File: config.mk
export PLATFORM = sky130hd
export DESIGN_NAME = timer_channel
export DESIGN_NICKNAME = d
export VERILOG_FILES = /design/src/rtl/tmr_pkg.sv /design/src/rtl/tmr_sync.sv /design/src/rtl/tmr_regs.sv /design/src/rtl/tmr_core.sv /design/src/rtl/timer_channel.sv
export SDC_FILE = /design/constraint.sdc
export NUM_CORES = 1
export LEC_CHECK = 0
export ABC_CLOCK_PERIOD_IN_PS = 3400
export BUFFER_PORTS_ARGS = -buffer_cell sky130_fd_sc_hd__buf_4
export CAP_MARGIN = 20
export CORE_MARGIN = 2
export CORE_UTILIZATION = 55
export DETAILED_ROUTE_END_ITERATION = 10
export PLACE_DENSITY = 0.79
export SETUP_SLACK_MARGIN = 0.2
export SYNTH_ARGS = -nofsm -noshare
export SYNTH_HDL_FRONTEND = slang
export SYNTH_SLANG_ARGS = --single-unit
File: constraint.sdc
create_clock -name clk -period 3.4 [get_ports clk]
set_input_delay 0.17 -clock clk [delete_from_list [all_inputs] [get_ports clk]]
set_output_delay 0.17 -clock clk [all_outputs]
set_load 0.01 [all_outputs]
File: src/rtl/tmr_pkg.sv
package tmr_pkg;

    typedef enum logic [1:0] {
        MODE_PWM = 2'd0,
        MODE_CAP = 2'd1,
        MODE_EXT = 2'd2,
        MODE_OFF = 2'd3
    } tmr_mode_e;

    typedef enum logic [2:0] {
        ST_IDLE    = 3'd0,
        ST_PWM_RUN = 3'd1,
        ST_CAP_ARM = 3'd2,
        ST_CAP_RUN = 3'd3,
        ST_EXT_RUN = 3'd4
    } tmr_state_e;

    typedef struct packed {
        logic      irq_en;
        logic      enable;
        logic      clk_sel;
        tmr_mode_e mode;
    } tmr_ctrl_t;

    localparam int CTRL_W = $bits(tmr_ctrl_t);

    localparam logic [2:0] ADDR_CTRL    = 3'd0;
    localparam logic [2:0] ADDR_PERIOD  = 3'd1;
    localparam logic [2:0] ADDR_WIDTH   = 3'd2;
    localparam logic [2:0] ADDR_COUNT   = 3'd3;
    localparam logic [2:0] ADDR_STATUS  = 3'd4;
    localparam logic [2:0] ADDR_CAP_PER = 3'd5;
    localparam logic [2:0] ADDR_CAP_WID = 3'd6;

endpackage

File: src/rtl/tmr_sync.sv
module tmr_sync #(
    parameter int STAGES = 2
) (
    input  logic clk,
    input  logic rst_n,
    input  logic async_i,
    output logic level_o
);
    logic [STAGES-1:0] chain_q;

    always_ff @(posedge clk or negedge rst_n) begin
        if (!rst_n) begin
            chain_q <= '0;
        end else begin
            chain_q <= {chain_q[STAGES-2:0], async_i};
        end
    end

    assign level_o = chain_q[STAGES-1];
endmodule

File: src/rtl/tmr_regs.sv
module tmr_regs
    import tmr_pkg::*;
#(
    parameter int CNT_W = 16
) (
    input  logic             clk,
    input  logic             rst_n,
    input  logic             wr_en,
    input  logic [2:0]       wr_addr,
    input  logic [CNT_W-1:0] wr_data,
    input  logic [2:0]       rd_addr,
    output logic [CNT_W-1:0] rd_data,
    input  logic [CNT_W-1:0] count_i,
    input  logic [CNT_W-1:0] cap_per_i,
    input  logic [CNT_W-1:0] cap_wid_i,
    input  logic             evt_irq_i,
    input  logic             evt_ovf_i,
    output tmr_ctrl_t        ctrl_o,
    output logic [CNT_W-1:0] period_o,
    output logic [CNT_W-1:0] width_o,
    output logic             stat_irq_o,
    output logic             stat_ovf_o,
    output logic             irq_o
);
    localparam int CPAD = CNT_W - CTRL_W;
    localparam int SPAD = CNT_W - 2;

    tmr_ctrl_t        ctrl_q;
    logic [CNT_W-1:0] period_q;
    logic [CNT_W-1:0] width_q;
    logic             flag_irq_q;
    logic             flag_ovf_q;
    logic             clr_stat;

    assign clr_stat = wr_en && (wr_addr == ADDR_STATUS);

    always_ff @(posedge clk or negedge rst_n) begin
        if (!rst_n) begin
            ctrl_q   <= '0;
            period_q <= '0;
            width_q  <= '0;
        end else if (wr_en) begin
            if (wr_addr == ADDR_CTRL)   ctrl_q   <= tmr_ctrl_t'(wr_data[CTRL_W-1:0]);
            if (wr_addr == ADDR_PERIOD) period_q <= wr_data;
            if (wr_addr == ADDR_WIDTH)  width_q  <= wr_data;
        end
    end

    // Setting wins over a clear in the same cycle.
    always_ff @(posedge clk or negedge rst_n) begin
        if (!rst_n) begin
            flag_irq_q <= 1'b0;
            flag_ovf_q <= 1'b0;
        end else begin
            if (evt_irq_i)                    flag_irq_q <= 1'b1;
            else if (clr_stat && wr_data[0])  flag_irq_q <= 1'b0;
            if (evt_ovf_i)                    flag_ovf_q <= 1'b1;
            else if (clr_stat && wr_data[1])  flag_ovf_q <= 1'b0;
        end
    end

    always_comb begin
        case (rd_addr)
            ADDR_CTRL:    rd_data = {{CPAD{1'b0}}, ctrl_q};
            ADDR_PERIOD:  rd_data = period_q;
            ADDR_WIDTH:   rd_data = width_q;
            ADDR_COUNT:   rd_data = count_i;
            ADDR_STATUS:  rd_data = {{SPAD{1'b0}}, flag_ovf_q, flag_irq_q};
            ADDR_CAP_PER: rd_data = cap_per_i;
            ADDR_CAP_WID: rd_data = cap_wid_i;
            default:      rd_data = '0;
        endcase
    end

    assign ctrl_o     = ctrl_q;
    assign period_o   = period_q;
    assign width_o    = width_q;
    assign stat_irq_o = flag_irq_q;
    assign stat_ovf_o = flag_ovf_q;
    assign irq_o      = ctrl_q.irq_en && (flag_irq_q || flag_ovf_q);
endmodule

File: src/rtl/tmr_core.sv
module tmr_core
    import tmr_pkg::*;
#(
    parameter int CNT_W = 16
) (
    input  logic             clk,
    input  logic             rst_n,
    input  tmr_mode_e        mode_i,
    input  logic             enable_i,
    input  logic             clk_sel_i,
    input  logic [CNT_W-1:0] period_i,
    input  logic [CNT_W-1:0] width_i,
    input  logic             pin_lvl_i,
    input  logic             sh_lvl_i,
    output logic [CNT_W-1:0] count_o,
    output logic [CNT_W-1:0] cap_per_o,
    output logic [CNT_W-1:0] cap_wid_o,
    output logic             evt_irq_o,
    output logic             evt_ovf_o,
    output logic             pwm_o,
    output logic             drive_o,
    output tmr_state_e       state_o,
    output logic             pin_rise_o
);
    localparam logic [CNT_W-1:0] CNT_MAX = '1;
    localparam logic [CNT_W:0]   ONE_W   = {{CNT_W{1'b0}}, 1'b1};

    tmr_state_e       state_q, state_n;
    logic [CNT_W-1:0] count_q, cap_per_q, cap_wid_q, cnt_inc;
    logic             pin_prev_q, sh_prev_q;
    logic             pin_rise, pin_fall, sh_rise;
    logic             tick, period_end, leave;
    logic [CNT_W:0]   cnt_next_wide;

    always_ff @(posedge clk or negedge rst_n) begin
        if (!rst_n) begin
            pin_prev_q <= 1'b0;
            sh_prev_q  <= 1'b0;
        end else begin
            pin_prev_q <= pin_lvl_i;
            sh_prev_q  <= sh_lvl_i;
        end
    end

    assign pin_rise = pin_lvl_i && !pin_prev_q;
    assign pin_fall = !pin_lvl_i && pin_prev_q;
    assign sh_rise  = sh_lvl_i && !sh_prev_q;

    always_comb begin
        unique case (state_q)
            ST_EXT_RUN: tick = pin_rise;
            default:    tick = clk_sel_i ? sh_rise : 1'b1;
        endcase
    end

    assign cnt_inc       = count_q + {{(CNT_W-1){1'b0}}, tick};
    assign cnt_next_wide = {1'b0, count_q} + ONE_W;
    assign period_end    = tick && (cnt_next_wide >= {1'b0, period_i});

    // Next-state logic
    always_comb begin
        state_n = state_q;
        unique case (state_q)
            ST_IDLE: begin
                if (enable_i) begin
                    unique case (mode_i)
                        MODE_PWM: state_n = ST_PWM_RUN;
                        MODE_CAP: state_n = ST_CAP_ARM;
                        MODE_EXT: state_n = ST_EXT_RUN;
                        default:  state_n = ST_IDLE;
                    endcase
                end
            end
            ST_PWM_RUN: if (!enable_i || mode_i != MODE_PWM) state_n = ST_IDLE;
            ST_CAP_ARM: begin
                if (!enable_i || mode_i != MODE_CAP) state_n = ST_IDLE;
                else if (pin_rise)                   state_n = ST_CAP_RUN;
            end
            ST_CAP_RUN: if (!enable_i || mode_i != MODE_CAP) state_n = ST_IDLE;
            ST_EXT_RUN: if (!enable_i || mode_i != MODE_EXT) state_n = ST_IDLE;
            default:    state_n = ST_IDLE;
        endcase
    end

    // State register
    always_ff @(posedge clk or negedge rst_n) begin
        if (!rst_n) state_q <= ST_IDLE;
        else        state_q <= state_n;
    end

    assign leave = (state_n != state_q);

    // Datapath registers driven per state
    always_ff @(posedge clk or negedge rst_n) begin
        if (!rst_n) begin
            count_q   <= '0;
            cap_per_q <= '0;
            cap_wid_q <= '0;
        end else begin
            unique case (state_q)
                ST_PWM_RUN, ST_EXT_RUN: begin
                    if (leave || period_end) count_q <= '0;
                    else                     count_q <= cnt_inc;
                end
                ST_CAP_RUN: begin
                    if (leave) begin
                        count_q <= '0;
                    end else if (pin_rise) begin
                        cap_per_q <= cnt_inc;
                        count_q   <= '0;
                    end else if (pin_fall) begin
                        cap_wid_q <= cnt_inc;
                        count_q   <= cnt_inc;
                    end else begin
                        count_q <= cnt_inc;
                    end
                end
                default: count_q <= '0;
            endcase
        end
    end

    // Outputs
    always_comb begin
        evt_irq_o = 1'b0;
        evt_ovf_o = 1'b0;
        drive_o   = 1'b0;
        unique case (state_q)
            ST_PWM_RUN: begin
                drive_o   = 1'b1;
                evt_irq_o = period_end;
            end
            ST_EXT_RUN: evt_irq_o = period_end;
            ST_CAP_RUN: begin
                evt_irq_o = pin_rise || pin_fall;
                evt_ovf_o = tick && (count_q == CNT_MAX) && !pin_rise;
            end
            default: ;
        endcase
    end

    assign pwm_o      = drive_o && (count_q < width_i);
    assign count_o    = count_q;
    assign cap_per_o  = cap_per_q;
    assign cap_wid_o  = cap_wid_q;
    assign state_o    = state_q;
    assign pin_rise_o = pin_rise;
endmodule

File: src/rtl/timer_channel.sv
module timer_channel
    import tmr_pkg::*;
#(
    parameter int CNT_W       = 16,
    parameter int SYNC_STAGES = 2
) (
    input  logic             clk,
    input  logic             rst_n,
    input  logic             wr_en,
    input  logic [2:0]       wr_addr,
    input  logic [CNT_W-1:0] wr_data,
    input  logic [2:0]       rd_addr,
    output logic [CNT_W-1:0] rd_data,
    input  logic             tmr_pin_i,
    output logic             tmr_pin_o,
    output logic             tmr_pin_oe,
    input  logic             shared_tclk_i,
    output logic             irq_o
);
    tmr_ctrl_t        ctrl_w;
    tmr_state_e       state_w;
    logic [CNT_W-1:0] period_w, width_w, count_w, cap_per_w, cap_wid_w;
    logic             evt_irq_w, evt_ovf_w, stat_irq_w, stat_ovf_w;
    logic             pin_lvl_w, sh_lvl_w, pin_rise_w;

    tmr_sync #(.STAGES(SYNC_STAGES)) u_pin_sync (
        .clk(clk), .rst_n(rst_n), .async_i(tmr_pin_i), .level_o(pin_lvl_w)
    );

    tmr_sync #(.STAGES(SYNC_STAGES)) u_sh_sync (
        .clk(clk), .rst_n(rst_n), .async_i(shared_tclk_i), .level_o(sh_lvl_w)
    );

    tmr_regs #(.CNT_W(CNT_W)) u_regs (
        .clk(clk), .rst_n(rst_n),
        .wr_en(wr_en), .wr_addr(wr_addr), .wr_data(wr_data),
        .rd_addr(rd_addr), .rd_data(rd_data),
        .count_i(count_w), .cap_per_i(cap_per_w), .cap_wid_i(cap_wid_w),
        .evt_irq_i(evt_irq_w), .evt_ovf_i(evt_ovf_w),
        .ctrl_o(ctrl_w), .period_o(period_w), .width_o(width_w),
        .stat_irq_o(stat_irq_w), .stat_ovf_o(stat_ovf_w), .irq_o(irq_o)
    );

    tmr_core #(.CNT_W(CNT_W)) u_core (
        .clk(clk), .rst_n(rst_n),
        .mode_i(ctrl_w.mode), .enable_i(ctrl_w.enable), .clk_sel_i(ctrl_w.clk_sel),
        .period_i(period_w), .width_i(width_w),
        .pin_lvl_i(pin_lvl_w), .sh_lvl_i(sh_lvl_w),
        .count_o(count_w), .cap_per_o(cap_per_w), .cap_wid_o(cap_wid_w),
        .evt_irq_o(evt_irq_w), .evt_ovf_o(evt_ovf_w),
        .pwm_o(tmr_pin_o), .drive_o(tmr_pin_oe),
        .state_o(state_w), .pin_rise_o(pin_rise_w)
    );
endmodule

# Word level (Yosys, flattened, before mapping)
# Cells that the tools add are included.
[totals] register_bits=96 output_inout_bits=19 wordCells=98 input_bits=27
[classes] add_sub_neg=2 n_reduce_logical=35 n_lt_le_gt_ge=2 bitwise_logic=2 n_eq_ne=19 mux=22
[ops] cell="$pmux W16 S7" n=1
[ops] cell="$mux W16" n=3
[ops] cell="$pmux W16 S2" n=1
[ops] cell="$mux W3" n=6
[ops] cell="$add A16 B1 Y17 const B" n=1
[ops] cell="$ge A17 B16 Y1" n=1
[ops] cell="$add A16 B1 Y16" n=1
[ops] cell="$eq A16 B16 Y1 const B" n=1
[ops] cell="$lt A16 B16 Y1" n=1
[ops] cell="$eq A3 B2 Y1 const B" n=5
[ops] cell="$eq A3 B3 Y1 const B" n=5
[ops] cell="$pmux W3 S5" n=1
[ops] cell="$logic_and A1 B1 Y1" n=11
[ops] cell="$eq A3 B1 Y1 const B" n=3
[ops] cell="$logic_not A3 Y1" n=3
[ops] cell="$pmux W3 S3" n=1
[ops] cell="$mux W1" n=8
[ops] cell="$logic_or A1 B1 Y1" n=6
[ops] cell="$reduce_and A2 Y1" n=3
[ops] cell="$reduce_bool A2 Y1" n=3
[ops] cell="$logic_not A1 Y1" n=5
[ops] cell="$reduce_and A4 Y1" n=1
[ops] cell="$ne A3 B3 Y1" n=1
[ops] cell="$reduce_and A3 Y1" n=1
[ops] cell="8 further kinds" n=9

# Logic depth before layout (Yosys ltp)
# Gate-level depths: netlist of run 1.
[logic_depth] word_depth=9 depth_mapped=14 depth_no_buf=12

# By module
# From an unflattened synthesis of run 1, not the netlist that was laid out.
[unflattened] cells_unflattened=548 hier_area_um2=5669.2
[modules_own_cells] module="tmr_core" n_inst=1 area_each_um2=3337.0 seq_area_each_um2=1326.3 cells_per_inst=358
[modules_own_cells] module="tmr_regs" n_inst=1 area_each_um2=2232.1 seq_area_each_um2=975.9 cells_per_inst=186
[modules_own_cells] module="tmr_sync" n_inst=2 area_each_um2=50.0 seq_area_each_um2=50.0 cells_per_inst=2

# Worst setup path after synthesis of run 1
# Ideal clock, no wire load.
[synth_path] path_type="register to register" start="register u_core.count_q[3], in the netlist u_core.count_o[3]" end="register u_core.count_q[2], in the netlist u_core.count_o[2]" n_path_buf=2 stages_incl_launch_ff=14 setup_time_ns=0.124 arrival_time_ns=2.889 period_less_slack_ns=3.013 setup_slack_ns=0.387 required_time_ns=3.276 cell_sequence="dfrtp_1 clkbuf_1 and3_1 nand3_1 or3_1 xnor2_1 ha_1 nand3_1 nor4_1 a41oi_1 and4_1 a22oi_2 buf_4 nor2_1"
[synth_via] elab_chain_len=6
[synth_rtl] element="from (decl)" line_no="tmr_core.sv:29" text="logic [CNT_W-1:0] count_q, cap_per_q, cap_wid_q, cnt_inc;"
[synth_rtl] element="from (signal assigned)" line_no="tmr_core.sv:103" text="else count_q <= cnt_inc;"
[synth_rtl] element="from (signal assigned)" line_no="tmr_core.sv:113" text="count_q <= cnt_inc;"
[synth_rtl] element="from (signal assigned)" line_no="tmr_core.sv:115" text="count_q <= cnt_inc;"
[synth_rtl] element="$add A16 B1 Y17" line_no="tmr_core.sv:57" text="assign cnt_next_wide = {1'b0, count_q} + ONE_W;"
[synth_rtl] element="$ge A17 B16 Y1" line_no="tmr_core.sv:58" text="assign period_end = tick && (cnt_next_wide >= {1'b0, period_i});"
[synth_rtl] element="$logic_and A1 B1 Y1" line_no="tmr_core.sv:58"
[synth_rtl] element="$logic_or A1 B1 Y1" line_no="tmr_core.sv:102" text="if (leave || period_end) count_q <= '0;"
[synth_rtl] element="$mux W16" line_no="tmr_core.sv:102"
[synth_rtl] element="$pmux W16 S2" line_no="tmr_core.sv:100" text="unique case (state_q)"
# No other way between the ends.
# A chain may end at the register's enable or synchronous reset.

# Worst setup path in the final report of run 1
[layout_path] start="register u_core.count_q[4], in the netlist u_core.count_o[4]" end="register u_core.count_q[13], in the netlist u_core.count_o[13]"
[layout_via] elab_chain_len=6 elab_cells_between_ends=9 cone_classes="add/sub: 2; order compare: 1; mux: 4; reduce/logical: 2"
[layout_rtl] element="$add A16 B1 Y17" line_no="tmr_core.sv:57"
[layout_rtl] element="$ge A17 B16 Y1" line_no="tmr_core.sv:58"
[layout_rtl] element="$logic_and A1 B1 Y1" line_no="tmr_core.sv:58"
[layout_rtl] element="$logic_or A1 B1 Y1" line_no="tmr_core.sv:102"
[layout_rtl] element="$mux W16" line_no="tmr_core.sv:102"
[layout_rtl] element="$pmux W16 S2 *" line_no="tmr_core.sv:100"
# Mark *: on every way between the ends. The rest lies on a longest branch, timed or not.

==> results of run 1 <==
==> layer usage <==
| layer | routed length (µm) | share of wire [%] |
|---|---|---|
| met5 | 0 | 0 |
| met4 | 257 | 1.9 |
| met3 | 1060 | 7.7 |
| met2 | 6060 | 44 |
| met1 | 6410 | 46 |
==> worst min-delay path by stage <==
stage	start	endpoint	slack [ps]	cells past startpoint
floorplan	rst_n	u_core.cap_per_o[0]	-130	0
global placement	tmr_pin_i	u_pin_sync.chain_q[0]	280	1
detailed placement	tmr_pin_i	u_pin_sync.chain_q[0]	280	1
CTS	wr_data[8]	u_regs.width_o[8]	2	3
global route	wr_data[14]	u_regs.period_o[14]	8	3
finish	wr_data[8]	u_regs.width_o[8]	7	3
==> synthesized netlist by cell type, drive strengths merged, types with 5 or more instances <==
| cell type | count |
|---|---|
| nand3 | 20 |
| mux2i | 12 |
| xnor2 | 16 |
| xor2 | 14 |
| mux2 | 9 |
| nand2 | 100 |
| a21oi | 17 |
| a221oi | 5 |
| nor2b | 5 |
| clkbuf | 28 |
| a21o | 8 |
| nand2b | 5 |
| a22oi | 10 |
| ha | 36 |
| buf | 9 |
| nand4 | 8 |
| o21ai | 82 |
| o211ai | 5 |
| inv | 37 |
| nor2 | 40 |
| dfrtp | 96 |
| and3 | 6 |
==> state kept, by name (all words and copies together), names as in the netlist <==
| signal | flops |
|---|---|
| u_core.cap_per_o | 16 |
| u_core.cap_wid_o | 16 |
| u_core.count_o | 16 |
| u_core.pin_prev_q | 1 |
| u_core.sh_prev_q | 1 |
| u_core.state_o | 3 |
| u_pin_sync.chain_q | 2 |
| u_regs.ctrl_o | 5 |
| u_regs.period_o | 16 |
| u_regs.stat_irq_o | 1 |
| u_regs.stat_ovf_o | 1 |
| u_regs.width_o | 16 |
| u_sh_sync.chain_q | 2 |
==> power groups by stage <==
stage          logic, mW  clock network [mW]  registers (mW)
6_report           0.655               0.799            1.39
2_1_floorplan      0.433                   0            1.33
5_1_grt            0.725               0.856            1.40
4_1_cts            0.638               0.809            1.38
3_5_place_dp       0.633                   0            1.40
3_3_place_gp       0.612                   0            1.40
==> worst reg2reg max path, delay by kind of cell (launching register included) <==
family	cells	cell delay, ps
AND/OR/NAND/NOR	7	1540
flip-flops	1	460
adder cells (fa/ha/maj)	1	280
XOR/XNOR	1	140
buffers and inverters	1	190
AO/OA/AOI/OAI	2	270
==> through the flow <==
step	hold WS, ps	power [mW]	setup slack, ps	instance area (µm²)	std cells
2_1_floorplan	-126	1.76	387	5480	609
3_3_place_gp	280	2.01	397	5930	758
3_5_place_dp	282	2.04	284	5930	758
4_1_cts	1.73	2.83	260	6170	776
5_1_grt	7.93	2.98	231	6260	782
6_report	7.45	2.84	407	6260	782
==> what timing repair did <==
item / CTS / global route
buffers inserted: 0 / 3
gates resized for setup: 0 / 13
endpoints found under the hold margin: 2 / 34
hold buffers: 2 / 1
endpoints found under the setup margin: 0 / 17
==> cells by family (layout without fill, tap and decap cells) <==
| logic type | Yosys count | in the layout | share of synthesized area, % |
|---|---|---|---|
| AO/OA/AOI/OAI | 148 | 148 | 16.2 |
| XOR/XNOR | 30 | 30 | 4.79 |
| adder cells (fa/ha/maj) | 36 | 36 | 8.21 |
| buffers and inverters | 74 | 114 | 5.22 |
| flip-flops | 96 | 96 | 43.8 |
| multiplexers | 24 | 24 | 5.27 |
| AND/OR/NAND/NOR | 201 | 201 | 16.5 |
==> final cells by class <==
| cell class | instances | area (µm²) | share of cell area (%) |
|---|---|---|---|
| timing repair buffer | 61 | 487 | 7.77 |
| clock inverter | 5 | 63.8 | 1.02 |
| sequential | 96 | 2410 | 38.5 |
| multi-input combinational | 439 | 2840 | 45.4 |
| clock buffer | 11 | 151 | 2.42 |
| inverter | 37 | 139 | 2.22 |
| tap | 133 | 166 | 2.66 |
==> results.md, run 1 <==
* Drt via density at between 5 and 6
* Leakage at between 2 and 3 nW
* Reg power frac at approximately half
* Sw Ratio at 32.4%
* Hold crit path type: in2reg
* Int Pwr at a little under 2 mW
* Crit path max-delay family: simple AND/OR/NAND/NOR gates
* Most used cell, CP: nand3_1
* Syn nets at approximately 670
* Hold Violations, Final at 0
* All-Layer GR Usage at between 20% and 30%
* Final ANT Viol Nets at 0
* Worst-skew pair later-pin latency at approximately 370 ps
* Area grow syn2layout at 14.2%
* WL final at approximately 14,000 µm
* CP bufs+invs at 1
* CP max stage delay at ~460 ps
* 1st-iter DRT viols at slightly below 500
* Initial antenna violation count at 0
* Most used routing layer: met1
* Critical Path Fanout Max at 16
* Drc violations at 0
* Largest net degree at the start of global routing at 86
* Clock Pin Slew Worst Setup and Hold Paths at 100 ps
* Total grt overflow at 0
* HPWL Detailed at just over 10,000 µm
* Top post-synthesis cells by area: dfrtp_1, ha_1, o21ai_0
* # diodes at 0
* Ys async rst share at 100%
* RSZ-0062 raised after global routing: no
* Pre-antenna DRT Iters at 6
* Status: finished clean
* Combinational group share of total power at around 23%
* Cell area power density at roughly 450 nW/µm²
* Commonest non-fill, non-tap cells in the layout: nand2_1, dfrtp_1, o21ai_0, buf_4, nor2_1
* Min Tclk post-route at around 3000 ps
* Clock Sinks at 96
* FF-to-FF setup slack at 410 ps
* Met1 usage at around two fifths
* Setup TNS at 0 ps
* Clock Tree Buf Depth at 2
* Cell Area, Synth at 5480 µm²
* Die Area at roughly 11,000 µm²
* Number of global-route vias before repair at ~4,300
* Max Clock Freq at roughly 330 MHz
* CTS tree: built
* Clock network power share at between 20 and 30%
* Initial core utilization at 56.4%
* Worst-path cell chain: and3_1 > nand3_1 > or3_1 > xnor2_1 > ha_1 > nand3_1 > nor4_2 > a41oi_1 > and4_1 > a22oi_2 > buf_6 > nor2_1
* Final Cycle Share at 88.0%
* Highest-delay cell along the critical path: dfrtp_2
* Synth area leader: dfrtp_1
* Post-synthesis sequential area ratio at 43.8%
* Setup crit start kind: register
* Synth top area share at a little over two fifths
* NetSw at around 0.92 mW
* Synth Area per Inst at 9.00 µm²
* Die X at ~100 µm
* Post-synth EDFFs at 0
* Critical R2R Launch: u_core.count_o[4]
* Cell variety after synth at between 50 and 60
* Fillers at between 800 and 900
* Critical path type: reg2reg
* Routed wire per std cell at 17.6 µm
* Max_cap viols at 0
* Worst EP required at roughly 3700 ps
* Synth Flop Type: dfrtp_1
* CTS root buffer: clkbuf_8
* Port Buf Inserts at between 40 and 50
* Mapped Cells at around 600
* Total CTS buffers at 9
* Commonest non-fill, non-tap cell in the layout: nand2_1
* Synth warn at 0
* # IOs at 46
* #FFs+latches synth at between 90 and 100
* Final core occ at 64.4%
* Met2 Resource Use GR at 37.6%
* Num rows at 36
* GR Util met3 at approximately 2.6%
* Worst EP arrival at 3250 ps
* Die Y-Extent at between 100 and 150 µm
* Placer Congestion at just over 0.9
* Worst Reg-to-Reg Cells at 12
* Pins Over Slew Limit at 0
* Critical path endpoint category: register
* Layout cell share with drive strength beyond 1 at ~16%
* Critical Path Stages at 12
* Setup violations, final at 0
* Worst slew margin at 45.2%
* Fin nets at roughly 710
* Core area at 9730 µm²
* Vias at around 4,600
* First-pass GRT wire length at 22,300 µm
* Reg2reg end: u_core.count_o[13]
* Launch point of the worst path: u_core.count_o[4]
* Max VDD drop at around 0.27 mV
* Worst Clk Skew at ~17 ps
* CP Capture Point: u_core.count_o[13]
* Slew at the pin with the worst max-slew slack at approximately 800 ps
* H-tree Lvls at 3
Power figures use the tool's default switching activity.
==> run 2, diff against run 1 <==
--- a/config.mk
+++ b/config.mk
@@ -8,10 +8,12 @@
 export ABC_CLOCK_PERIOD_IN_PS = 3400
 export BUFFER_PORTS_ARGS = -buffer_cell sky130_fd_sc_hd__buf_4
 export CAP_MARGIN = 20
+export CELL_PAD_IN_SITES_DETAIL_PLACEMENT = 1
+export CELL_PAD_IN_SITES_GLOBAL_PLACEMENT = 2
 export CORE_MARGIN = 2
-export CORE_UTILIZATION = 55
+export CORE_UTILIZATION = 38
 export DETAILED_ROUTE_END_ITERATION = 10
-export PLACE_DENSITY = 0.79
+export PLACE_DENSITY = 0.89
 export SETUP_SLACK_MARGIN = 0.2
 export SYNTH_ARGS = -nofsm -noshare
 export SYNTH_HDL_FRONTEND = slang
==> run 2 against run 1 <==
  * Critical path depth did not move
  * Largest power group unchanged
  * Combinational power increased by 7.8%
  * Cell area is 3.2% higher
  * Utilization shrank 18 points
  * Highest routed layer unchanged
  * Clock skew decreased by 8.2 ps
  * Critical path type unchanged
==> results.md, run 2 (synthesis results as in run 1) <==
* Status: finished clean
* Int Pwr at 2.08 mW (+8.3%)
* Number of global-route vias before repair at 4,869 (+13%)
* Clock Tree Buf Depth at 2 (unchanged)
* Clock Sinks at 96 (unchanged)
* Sw Ratio at 32.1% (-0.29 points)
* Max_cap viols at 0 (unchanged)
* Max Clock Freq at 332 MHz (-0.64%)
* Leakage at 2.92 nW (+2.4%)
* 1st-iter DRT viols at 325 (-34%)
* Worst EP arrival at 3240 ps (about the same)
* First-pass GRT wire length at 26,700 µm (+20%)
* Worst Reg-to-Reg Cells at 12 (unchanged)
* Core area at 14,000 µm² (+44%)
* Commonest non-fill, non-tap cell in the layout: nand2_1
* Initial antenna violation count at 0 (unchanged)
* CTS root buffer: clkbuf_16
* Multi-input logic area at 2880 µm² (+1.2%)
* Fin nets at 716 (+1.3%)
* Min Tclk post-route at 3010 ps (+19.2 ps)
* NetSw at 0.985 mW (+6.9%)
* WL final at 16,700 µm (+21%)
* RSZ-0062 raised after global routing: no
* Total grt overflow at 0 (unchanged)
* Commonest non-fill, non-tap cells in the layout: nand2_1, dfrtp_1, o21ai_0, buf_4, nor2_1
* Vias at 4,671 (+1.1%)
* Clock Pin Slew Worst Setup and Hold Paths at 70 ps (-30 ps)
* Slew at the pin with the worst max-slew slack at 904 ps (+84.4 ps)
* Hold Violations, Final at 0 (unchanged)
* Final setup margin at 388 ps (-19.2 ps)
* Die X at 124 µm (+20%)
* Critical Path Fanout Max at 8 (-8)
* Clock network power share at 31.4% (+3.3 points)
* Worst slew margin at 39.6% (-5.6 points)
* Hold Path Cell Cnt at 3 (unchanged)
* Num rows at 43 (+19%)
* Combinational group share of total power at 23.0% (about the same)
* FF-to-FF setup slack at 390 ps (-20 ps)
* Setup violations, final at 0 (unchanged)
* CP max stage delay at 410 ps (-50 ps)
* Hold crit path type: in2reg
* Worst-skew pair later-pin latency at 360 ps (about the same)
* Reg2reg end: u_core.count_o[3]
* Pins Over Slew Limit at 0 (unchanged)
* Initial core utilization at 39.2% (-17 points)
* Setup crit start kind: register
* # IOs at 46 (unchanged)
* # diodes at 0 (unchanged)
* Cell area after placement at 6000 µm² (+1.2%)
* Routed wire per std cell at 19.9 µm (+13%)
* CTS tree: built
* Final core occ at 46.2% (-18 points)
* Total CTS buffers at 9 (unchanged)
* Die Y-Extent at 124 µm (+20%)
* Die Area at 15,400 µm² (+43%)
* HPWL Detailed at 12,100 µm (+20%)
* Worst-path cell chain: and3_4 > nand3_2 > or3_1 > xnor2_1 > ha_1 > nand3_1 > nor4_2 > a41oi_1 > and4_1 > a22oi_2 > buf_6 > nor2_1
* Pre-CTS setup slack at 205 ps (-79.0 ps)
* Setup TNS at 0 ps (unchanged)
* Worst Clk Skew at 8.97 ps (-8.21 ps)
* Final Cycle Share at 88.6% (+0.56 points)
* Max VDD drop at 0.217 mV (-19%)
* Worst hold start: wr_data[15]
* Pre-antenna DRT Iters at 5 (-1)
* Worst EP required at 3620 ps (-40 ps)
* Port Buf Inserts at 45 (unchanged)
* Area grow syn2layout at 17.9%
* Hold path endpoint: u_regs.period_o[15]
* Largest net degree at the start of global routing at 40 (-53%)
* Drc violations at 0 (unchanged)
* Highest-delay cell along the critical path: or3_1
* Area occupied by registers at 2410 µm² (about the same)
* H-tree Lvls at 3 (unchanged)
* Fillers at 1,603 (+97%)
* Critical path type: reg2reg
* Post-Layout Inst Area at 6460 µm² (+3.2%)
* Reg power frac at 45.6% (-3.3 points)
* Critical path endpoint category: register
* Drt via density at 5.58 (-5.6%)
* Placer Congestion at 0.894 (-3.0%)
* Final ANT Viol Nets at 0 (unchanged)
* All-Layer GR Usage at 23.0% (-3.0 points)
* Critical R2R Launch: u_core.count_o[3]
* Cell area power density at 475 nW/µm² (+4.5%)
* Layout cell share with drive strength beyond 1 at 17.7% (+2.1 points)
* Power, Total at 3.07 mW (+7.8%)
[run 2: worst max-delay path by stage]
stage | start | endpoint | slack, ps | depth (start not counted)
final | u_core.count_o[3] | u_core.count_o[3] | 390 | 12
after detailed placement | u_core.count_o[1] | u_core.count_o[3] | 200 | 13
after global placement | u_core.count_o[1] | u_core.count_o[10] | 380 | 13
after global routing | u_core.count_o[3] | u_core.count_o[3] | 200 | 12
after floorplan | u_core.count_o[3] | u_core.count_o[2] | 390 | 13
after CTS | u_core.count_o[3] | u_core.count_o[3] | 260 | 12
[run 2: power groups by stage]
| stage | clock network (mW) | logic (mW) | registers, mW |
|---|---|---|---|
| 6_report | 0.963 | 0.706 | 1.40 |
| 5_1_grt | 1.03 | 0.789 | 1.41 |
| 4_1_cts | 0.985 | 0.673 | 1.39 |
| 3_5_place_dp | 0 | 0.664 | 1.41 |
| 3_3_place_gp | 0 | 0.634 | 1.40 |
| 2_1_floorplan | 0 | 0.433 | 1.33 |
[run 2: timing repair]
item | CTS | global route
resized for setup | 1 | 24
endpoints found under the hold margin | 33 | 0
pin swaps | 0 | 4
hold buffers | 3 | 0
setup endpoints to repair | 1 | 17
cloned | 0 | 1
buffers inserted | 0 | 10
[run 2: stage by stage]
step,hold slack [ps],instances
finish,24.8,837
global route,39.0,837
CTS,24.1,825
detailed placement,139,807
global placement,131,807
floorplan,-126,609
[run 2: area by class of cell]
| class | instances | share of cell area [%] |
|---|---|---|
| tap | 180 | 3.48 |
| multi-input combinational | 439 | 44.5 |
| clock buffer | 11 | 3.91 |
| timing repair buffer | 70 | 8.32 |
| inverter | 37 | 2.15 |
| clock inverter | 4 | 0.310 |
| sequential | 96 | 37.3 |
[run 2: worst max-delay path: cells and delay by family, from the launching register on]
kind	cells	cell delay, ps
adders and majority gates	1	290
AOI/OAI and AO/OA	2	400
and+or+nand+nor	7	1470
buffers and inverters	1	190
xor gates and xnor gates	1	140
DFF	1	390
[run 2: routing by layer]
layer,global-route usage (%),part of all wire [%],vias to the layer above
met5,0,0,-
met4,6.74,1.7,0
met3,3.39,4.6,20
met2,35.0,45,100
met1,34.0,49,2353
li1,-,-,2198
